[config.mk]
export PLATFORM = sky130hd
export DESIGN_NAME = int_divider
export DESIGN_NICKNAME = d
export VERILOG_FILES = /design/src/rtl/div_pkg.sv /design/src/rtl/div_operand_prep.sv /design/src/rtl/div_seq_ctrl.sv /design/src/rtl/div_iter_core.sv /design/src/rtl/div_result_fix.sv /design/src/rtl/int_divider.sv
export SDC_FILE = /design/constraint.sdc
export NUM_CORES = 1
export LEC_CHECK = 0
export BUFFER_PORTS_ARGS = -buffer_cell sky130_fd_sc_hd__buf_2
export CORE_MARGIN = 10
export CORE_UTILIZATION = 55
export CTS_CLUSTER_DIAMETER = 100
export DETAILED_ROUTE_END_ITERATION = 6
export PLACE_DENSITY = 0.76
export REMOVE_ABC_BUFFERS = 1
export SKIP_LAST_GASP = 1
export SLEW_MARGIN = 20
export SYNTH_ARGS = -nofsm -noshare
export SYNTH_HDL_FRONTEND = slang
export SYNTH_HIERARCHICAL = 1
export SYNTH_SLANG_ARGS = --single-unit
[constraint.sdc]
create_clock -name clk -period 6.15 [get_ports clk]
set_input_delay 0.3075 -clock clk [delete_from_list [all_inputs] [get_ports clk]]
set_output_delay 0.3075 -clock clk [all_outputs]
set_load 0.05 [all_outputs]
[src/rtl/div_pkg.sv]
package div_pkg;

  typedef enum logic [1:0] {
    ST_IDLE = 2'd0,
    ST_ITER = 2'd1,
    ST_FIX  = 2'd2
  } div_state_e;

  typedef struct packed {
    logic is_signed;
    logic dvd_neg;
    logic dvs_neg;
    logic dvs_zero;
    logic pre_ovf;
  } div_mode_t;

endpackage

[src/rtl/div_operand_prep.sv]
module div_operand_prep #(
  parameter int DW = 16
) (
  input  logic          signed_i,
  input  logic          wide_i,
  input  logic [DW-1:0] dvd_hi_i,
  input  logic [DW-1:0] dvd_lo_i,
  input  logic [DW-1:0] dvs_i,
  output logic [DW-1:0] mag_hi_o,
  output logic [DW-1:0] mag_lo_o,
  output logic [DW-1:0] mag_dvs_o,
  output div_pkg::div_mode_t mode_o
);
  localparam int XW = 2 * DW;

  function automatic logic [XW-1:0] negate_x(input logic [XW-1:0] v);
    return ~v + XW'(1);
  endfunction

  function automatic logic [DW-1:0] negate_w(input logic [DW-1:0] v);
    return ~v + DW'(1);
  endfunction

  logic [XW-1:0] ext_dvd;
  logic [XW-1:0] mag_dvd;
  logic          dvd_neg;
  logic          dvs_neg;

  always_comb begin
    if (wide_i) ext_dvd = {dvd_hi_i, dvd_lo_i};
    else        ext_dvd = {{DW{signed_i & dvd_lo_i[DW-1]}}, dvd_lo_i};
    dvd_neg   = signed_i & ext_dvd[XW-1];
    dvs_neg   = signed_i & dvs_i[DW-1];
    mag_dvd   = dvd_neg ? negate_x(ext_dvd) : ext_dvd;
    mag_dvs_o = dvs_neg ? negate_w(dvs_i) : dvs_i;
    mag_hi_o  = mag_dvd[XW-1:DW];
    mag_lo_o  = mag_dvd[DW-1:0];
    mode_o.is_signed = signed_i;
    mode_o.dvd_neg   = dvd_neg;
    mode_o.dvs_neg   = dvs_neg;
    mode_o.dvs_zero  = (dvs_i == '0);
    mode_o.pre_ovf   = (mag_dvd[XW-1:DW] >= mag_dvs_o);
  end
endmodule

[src/rtl/div_seq_ctrl.sv]
module div_seq_ctrl #(
  parameter int DW = 16
) (
  input  logic clk,
  input  logic rst_n,
  input  logic start_i,
  output logic load_evt_o,
  output logic step_evt_o,
  output logic fix_evt_o,
  output logic busy_o
);
  import div_pkg::*;
  localparam int CW = (DW > 2) ? $clog2(DW) : 1;
  localparam logic [CW-1:0] LAST = CW'(DW - 1);

  div_state_e    state_q;
  logic [CW-1:0] cnt_q;
  logic          ignored_start;

  assign busy_o        = (state_q != ST_IDLE);
  assign load_evt_o    = (state_q == ST_IDLE) && start_i;
  assign step_evt_o    = (state_q == ST_ITER);
  assign fix_evt_o     = (state_q == ST_FIX);
  assign ignored_start = busy_o && start_i;

  always_ff @(posedge clk or negedge rst_n) begin
    if (!rst_n) begin
      state_q <= ST_IDLE;
      cnt_q   <= '0;
    end else begin
      unique case (state_q)
        ST_IDLE: if (start_i) begin
          state_q <= ST_ITER;
          cnt_q   <= '0;
        end
        ST_ITER: begin
          cnt_q <= cnt_q + CW'(1);
          if (cnt_q == LAST) state_q <= ST_FIX;
        end
        ST_FIX:  state_q <= ST_IDLE;
        default: state_q <= ST_IDLE;
      endcase
    end
  end

  AST_IGNORED_START_NO_RESTART: assert property (@(posedge clk) disable iff (!rst_n)
    ignored_start && step_evt_o && (cnt_q != LAST) |=> step_evt_o && (cnt_q == $past(cnt_q) + CW'(1)));
  AST_FIX_FOLLOWS_ITER: assert property (@(posedge clk) disable iff (!rst_n)
    fix_evt_o |-> $past(step_evt_o));
endmodule

[src/rtl/div_iter_core.sv]
module div_iter_core #(
  parameter int DW = 16
) (
  input  logic          clk,
  input  logic          rst_n,
  input  logic          load_i,
  input  logic          step_i,
  input  logic [DW-1:0] mag_hi_i,
  input  logic [DW-1:0] mag_lo_i,
  input  logic [DW-1:0] mag_dvs_i,
  output logic [DW-1:0] part_rem_o,
  output logic [DW-1:0] part_quo_o,
  output logic [DW-1:0] held_dvs_o
);
  localparam int SW = DW + 2;

  // one restoring step: returns {next remainder, quotient bit}
  function automatic logic [DW:0] restore_step(input logic [DW-1:0] rem,
                                               input logic          in_bit,
                                               input logic [DW-1:0] dvs);
    logic [SW-1:0] trial;
    trial = {1'b0, rem, in_bit} - {2'b00, dvs};
    if (trial[SW-1]) return {rem[DW-2:0], in_bit, 1'b0};
    else             return {trial[DW-1:0], 1'b1};
  endfunction

  logic [DW-1:0] rem_q, quo_q, dvs_q;
  logic [DW:0]   nxt;

  assign nxt = restore_step(rem_q, quo_q[DW-1], dvs_q);

  always_ff @(posedge clk or negedge rst_n) begin
    if (!rst_n) begin
      rem_q <= '0;
      quo_q <= '0;
      dvs_q <= '0;
    end else if (load_i) begin
      rem_q <= mag_hi_i;
      quo_q <= mag_lo_i;
      dvs_q <= mag_dvs_i;
    end else if (step_i) begin
      rem_q <= nxt[DW:1];
      quo_q <= {quo_q[DW-2:0], nxt[0]};
    end
  end

  assign part_rem_o = rem_q;
  assign part_quo_o = quo_q;
  assign held_dvs_o = dvs_q;

  AST_DIVISOR_HELD: assert property (@(posedge clk) disable iff (!rst_n)
    step_i |=> $stable(dvs_q));
endmodule

[src/rtl/div_result_fix.sv]
module div_result_fix #(
  parameter int DW = 16
) (
  input  logic               clk,
  input  logic               rst_n,
  input  logic               load_i,
  input  logic               fix_i,
  input  div_pkg::div_mode_t mode_i,
  input  logic [DW-1:0]      dvd_lo_i,
  input  logic [DW-1:0]      mag_quo_i,
  input  logic [DW-1:0]      mag_rem_i,
  output logic [DW-1:0]      quot_o,
  output logic [DW-1:0]      rem_o,
  output logic               dz_o,
  output logic               ovf_o,
  output logic               done_o,
  output logic               pre_ovf_o
);
  import div_pkg::*;
  localparam logic [DW-1:0] MIN_MAG = {1'b1, {(DW-1){1'b0}}};

  function automatic logic [DW-1:0] apply_sign(input logic neg, input logic [DW-1:0] v);
    return neg ? (~v + DW'(1)) : v;
  endfunction

  function automatic logic fits_signed(input logic neg, input logic [DW-1:0] mag);
    return neg ? (mag <= MIN_MAG) : !mag[DW-1];
  endfunction

  div_mode_t     mode_q;
  logic [DW-1:0] lo_q;
  logic          neg_quo, neg_rem, range_bad, ovf_now;

  always_comb begin
    neg_quo   = mode_q.is_signed & (mode_q.dvd_neg ^ mode_q.dvs_neg);
    neg_rem   = mode_q.is_signed & mode_q.dvd_neg;
    range_bad = mode_q.pre_ovf | (mode_q.is_signed & !fits_signed(neg_quo, mag_quo_i));
    ovf_now   = !mode_q.dvs_zero & range_bad;
  end

  always_ff @(posedge clk or negedge rst_n) begin
    if (!rst_n) begin
      mode_q <= '0;
      lo_q   <= '0;
      quot_o <= '0;
      rem_o  <= '0;
      dz_o   <= 1'b0;
      ovf_o  <= 1'b0;
      done_o <= 1'b0;
    end else begin
      done_o <= fix_i;
      if (load_i) begin
        mode_q <= mode_i;
        lo_q   <= dvd_lo_i;
      end
      if (fix_i) begin
        dz_o  <= mode_q.dvs_zero;
        ovf_o <= ovf_now;
        if (mode_q.dvs_zero || ovf_now) begin
          quot_o <= '1;
          rem_o  <= lo_q;
        end else begin
          quot_o <= apply_sign(neg_quo, mag_quo_i);
          rem_o  <= apply_sign(neg_rem, mag_rem_i);
        end
      end
    end
  end

  assign pre_ovf_o = mode_q.pre_ovf;

  AST_DONE_ONE_CYCLE: assert property (@(posedge clk) disable iff (!rst_n)
    done_o |=> !done_o);
  AST_FLAGS_APART: assert property (@(posedge clk) disable iff (!rst_n)
    !(dz_o && ovf_o));
  AST_ZERO_PATTERN: assert property (@(posedge clk) disable iff (!rst_n)
    done_o && dz_o |-> (quot_o == '1) && (rem_o == lo_q));
  AST_REM_SIGN: assert property (@(posedge clk) disable iff (!rst_n)
    done_o && !dz_o && !ovf_o && mode_q.is_signed && (rem_o != '0)
    |-> rem_o[DW-1] == mode_q.dvd_neg);
  AST_RESULT_HELD: assert property (@(posedge clk) disable iff (!rst_n)
    !done_o |-> $stable(quot_o) && $stable(rem_o) && $stable(dz_o) && $stable(ovf_o));
endmodule

[src/rtl/int_divider.sv]
module int_divider #(
  parameter int DW = 16
) (
  input  logic          clk,
  input  logic          rst_n,
  input  logic          start_i,
  input  logic          signed_i,
  input  logic          wide_i,
  input  logic [DW-1:0] dvd_hi_i,
  input  logic [DW-1:0] dvd_lo_i,
  input  logic [DW-1:0] dvs_i,
  output logic          busy_o,
  output logic          done_o,
  output logic [DW-1:0] quot_o,
  output logic [DW-1:0] rem_o,
  output logic          dz_o,
  output logic          ovf_o
);
  import div_pkg::*;
  localparam int LW = $clog2(DW + 2) + 1;

  logic          load_evt, step_evt, fix_evt;
  logic [DW-1:0] mag_hi, mag_lo, mag_dvs;
  logic [DW-1:0] part_rem, part_quo, held_dvs;
  logic          pre_ovf_held;
  div_mode_t     mode;

  div_seq_ctrl #(.DW(DW)) u_ctrl (
    .clk(clk), .rst_n(rst_n), .start_i(start_i),
    .load_evt_o(load_evt), .step_evt_o(step_evt), .fix_evt_o(fix_evt),
    .busy_o(busy_o)
  );

  div_operand_prep #(.DW(DW)) u_prep (
    .signed_i(signed_i), .wide_i(wide_i),
    .dvd_hi_i(dvd_hi_i), .dvd_lo_i(dvd_lo_i), .dvs_i(dvs_i),
    .mag_hi_o(mag_hi), .mag_lo_o(mag_lo), .mag_dvs_o(mag_dvs),
    .mode_o(mode)
  );

  div_iter_core #(.DW(DW)) u_core (
    .clk(clk), .rst_n(rst_n), .load_i(load_evt), .step_i(step_evt),
    .mag_hi_i(mag_hi), .mag_lo_i(mag_lo), .mag_dvs_i(mag_dvs),
    .part_rem_o(part_rem), .part_quo_o(part_quo), .held_dvs_o(held_dvs)
  );

  div_result_fix #(.DW(DW)) u_fix (
    .clk(clk), .rst_n(rst_n), .load_i(load_evt), .fix_i(fix_evt),
    .mode_i(mode), .dvd_lo_i(dvd_lo_i),
    .mag_quo_i(part_quo), .mag_rem_i(part_rem),
    .quot_o(quot_o), .rem_o(rem_o), .dz_o(dz_o), .ovf_o(ovf_o),
    .done_o(done_o), .pre_ovf_o(pre_ovf_held)
  );

  // latency observer for the assertions below
  logic [LW-1:0] lat_q;
  always_ff @(posedge clk or negedge rst_n) begin
    if (!rst_n)        lat_q <= '0;
    else if (load_evt) lat_q <= '0;
    else if (busy_o)   lat_q <= lat_q + LW'(1);
  end

  AST_FIXED_LATENCY: assert property (@(posedge clk) disable iff (!rst_n)
    fix_evt |-> lat_q == LW'(DW));
  AST_DONE_AT_BUSY_FALL: assert property (@(posedge clk) disable iff (!rst_n)
    $fell(busy_o) |-> done_o);
  AST_PARTIAL_BELOW_DIVISOR: assert property (@(posedge clk) disable iff (!rst_n)
    step_evt && !pre_ovf_held |=> part_rem < held_dvs);
endmodule

==> results.md <==
- GR Util All Layers: 21.2%
- Vias in the first global route: 6686
- CTS Hold Bufs: 0
- CTS buffer count: 9
- Hold Path Class: in -> async
- FF-to-FF path depth: 7
- Max Cap Viol: 0
- Layout Cells excl Fill: 1151
- Drt initial violations: 512
- Register area share after synthesis: 34.7%
- Syn. warnings: 6
- Slew headroom: 31.2%
- Post-synth ARST share: 100%
- DP Area: 8400 sq um
- Hold_ws: -0.00439 ns
- CP delay by family, top: simple AND/OR/NAND/NOR gates
- Horiz. Die Dim: 140 um
- Slowest-stage cell, CP: or4_4
- First-pass GRT wire length: 34.5 mm
- Least-Margin Pin Slew: 1.03 ns
- Die area: 19600 sq um
- Main synth FF type: dfrtp_1
- Vias: 6848
- HPWL Detailed: 16.0 mm
- CP most frequent cell: o211ai_1
- Port bufs: 88
- Drt total wl: 21.4 mm
- DR vias/cell: 5.95
- Worst r2r dst: u_fix/quot_o[10]
- Power Total: 0.00472 W
- H-tree Lvls: 3
- CP bufs+invs: 1
- Reg2Reg Launch Point: u_core/part_quo_o[0]
- Min Tclk post-route: 3.34 ns
- Cells along the critical path: buf_2 > or4_4 > or3_4 > nor3_1 > nand4_1 > o311ai_0 > ha_1 > a21o_1 > a211oi_1 > o21ai_0 > o211ai_1 > o211ai_1 > mux2_2
- Drt pass-1 iters: 5
- CTS tree: built
- EDFF count, synth: 0
- Ports: 89
- Final ANT Viol Nets: 0
- Crit end category: register
- Clock net sink count: 110
- Layout area overhead: 9.90%
- Initial Util: 56.6%
- Setup Slack @ Placement: 2.47 ns
- Fmax: 299 MHz
- Max incr delay on CP: 0.58 ns
- Post-Syn Area: 7920 sq um
- Flops & latches, synth: 110
- Final Instance Area: 8710 sq um
- Fin Setup TNS: 0 ns
- RSZ-0062 raised after global routing: no
- Syn Inst Count: 905
- Core area: 14000 sq um
- WP depth: 13
- Worst Path Arrival: 3.60 ns
- Pins Over Slew Limit: 0
- Placed cell count: 1133
- Clk buf depth: 2
- Clk slew on worst S/H paths: 0.08 ns
- Worst vdd ir: 0.288 mV
- Post-CTS Setup Repair Bufs: 0
- Status: finished with violations
- Fill count: 1267
- Startpoint types: input port
- Root buffer cell: clkbuf_16
- Placer Congestion: 0.953
- Final Setup Violations: 0
- Average size of a mapped cell: 8.75 sq um
- Worst setup margin: 2.81 ns
- CP required: 6.40 ns
- Clk_lat worst skew: 0.37 ns
- P per Cell Area: 542 nW/um^2
- Crit Path Class: in -> reg
- Flop2flop setup slack: 3.23 ns
- Post-cts sizing count: 0
- Fin nets: 1055
- DRC: 0
- Final Cycle Share: 54.4%
- Layout cells sized above 1: 16.5%
- DR WL/cell: 18.6 um
- Synth unique cells: 73
- Overflow after GRT: 0
- Violated checks: hold timing
- Largest net degree at the start of global routing: 57
- Final hold vios: 11
- Die height: 140 um
- Worst Skew: 0.0116 ns
- Row Count: 43
- Initial antenna violation count: 2
- Crit Path Max Fanout: 5
- Lkg Pwr: 4.02 nW
where the power goes:
part,total [W],internal [W],switching [W]
clock,0.000596,0.000290,0.000306
sequential,0.00137,0.00105,0.000321
combinational,0.00275,0.00113,0.00162
total,0.00472,0.00247,0.00225
per-layer routing:
metal | GRT usage [%] | share of wire (%) | wire length [um]
met1 | 27.2 | 44 | 9440
met4 | 5.38 | 1.6 | 349
met5 | 0 | 0 | 0
met2 | 35.5 | 49 | 10400
met3 | 4.33 | 5.6 | 1210
placed cells by master (no fill, tap or decap), drive strengths merged, types with 8 or more instances in the layout:
cell / n
o21a: 8
o21ai: 79
a21oi: 53
buf: 95
or3: 9
nor3: 25
nor2: 66
inv: 59
xnor2: 46
dfrtp: 110
a21o: 9
mux2i: 29
nor4: 14
mux2: 27
nand2b: 8
nand2: 86
a31oi: 26
xor2: 30
nor3b: 17
clkbuf: 9
nand3: 21
o31ai: 9
ha: 37
registers in the layout, indices dropped and copies added (netlist names), 4 cells and up:
name	flops
u_core/held_dvs_o	16
u_ctrl/cnt_q	4
u_core/part_quo_o	16
u_core/part_rem_o	16
u_fix/rem_o	16
u_fix/quot_o	16
u_fix/mode_q	4
u_fix/lo_q	16
synthesized netlist by cell type, types with 9 or more instances:
cell type | instances | area, sq um
dfrtp_1 | 110 | 2750
nand2_1 | 86 | 323
o21ai_0 | 72 | 360
nor2_1 | 66 | 248
inv_1 | 55 | 206
a21oi_1 | 53 | 265
xnor2_1 | 46 | 403
ha_1 | 37 | 463
clkbuf_1 | 30 | 113
xor2_1 | 30 | 263
mux2i_1 | 29 | 290
mux2_2 | 27 | 304
nor3_1 | 25 | 125
a31oi_1 | 24 | 150
nand3_1 | 20 | 100
nor3b_1 | 17 | 128
nor4_1 | 12 | 75.1
o31ai_1 | 9 | 67.6
through the flow:
stage | hold WS (ns) | utilization, %
after floorplan | 0.0119 | -
after global placement | 0.403 | 60.1
after detailed placement | 0.405 | 60.1
after CTS | 0.0145 | 62.2
after global routing | 0.0537 | 62.2
final | -0.00439 | 62.2
layout make-up:
type | count | area (sq um) | share of cell area (%)
Timing Repair Buffer | 95 | 495 | 5.69
Inverter | 55 | 206 | 2.37
Clock buffer | 9 | 225 | 2.59
Tap cell | 180 | 225 | 2.59
Multi-Input combinational cell | 693 | 4720 | 54.2
Antenna cell | 2 | 5.00 | 0.0575
Sequential cell | 110 | 2750 | 31.6
Clock inverter | 7 | 75.1 | 0.862
kinds of logic (layout without fill, tap and decap cells):
| family | count (synthesis) | in the layout | synth area share [%] |
|---|---|---|---|
| adders and majority gates | 38 | 38 | 6.10 |
| other | 0 | 2 | 0 |
| and+or+nand+nor | 281 | 281 | 17.9 |
| muxes | 56 | 56 | 7.50 |
| DFF | 110 | 110 | 34.7 |
| buffers and inverters | 102 | 166 | 5.84 |
| AOI/OAI and AO/OA | 242 | 242 | 19.5 |
| xor gates and xnor gates | 76 | 76 | 8.40 |
worst max path at each step:
stage	to	slack (ns)	from
final	u_fix/pre_ovf_o	2.81	dvd_lo_i[7]
after global routing	u_fix/pre_ovf_o	2.60	dvd_lo_i[0]
after CTS	u_fix/pre_ovf_o	2.86	dvd_lo_i[7]
after detailed placement	u_fix/pre_ovf_o	2.47	dvd_lo_i[7]
after global placement	u_fix/pre_ovf_o	2.54	dvd_lo_i[7]
after floorplan	u_core/part_rem_o[0]	0.66	u_ctrl/state_q[0]
No activity file was read; power rests on OpenSTA's default activity.
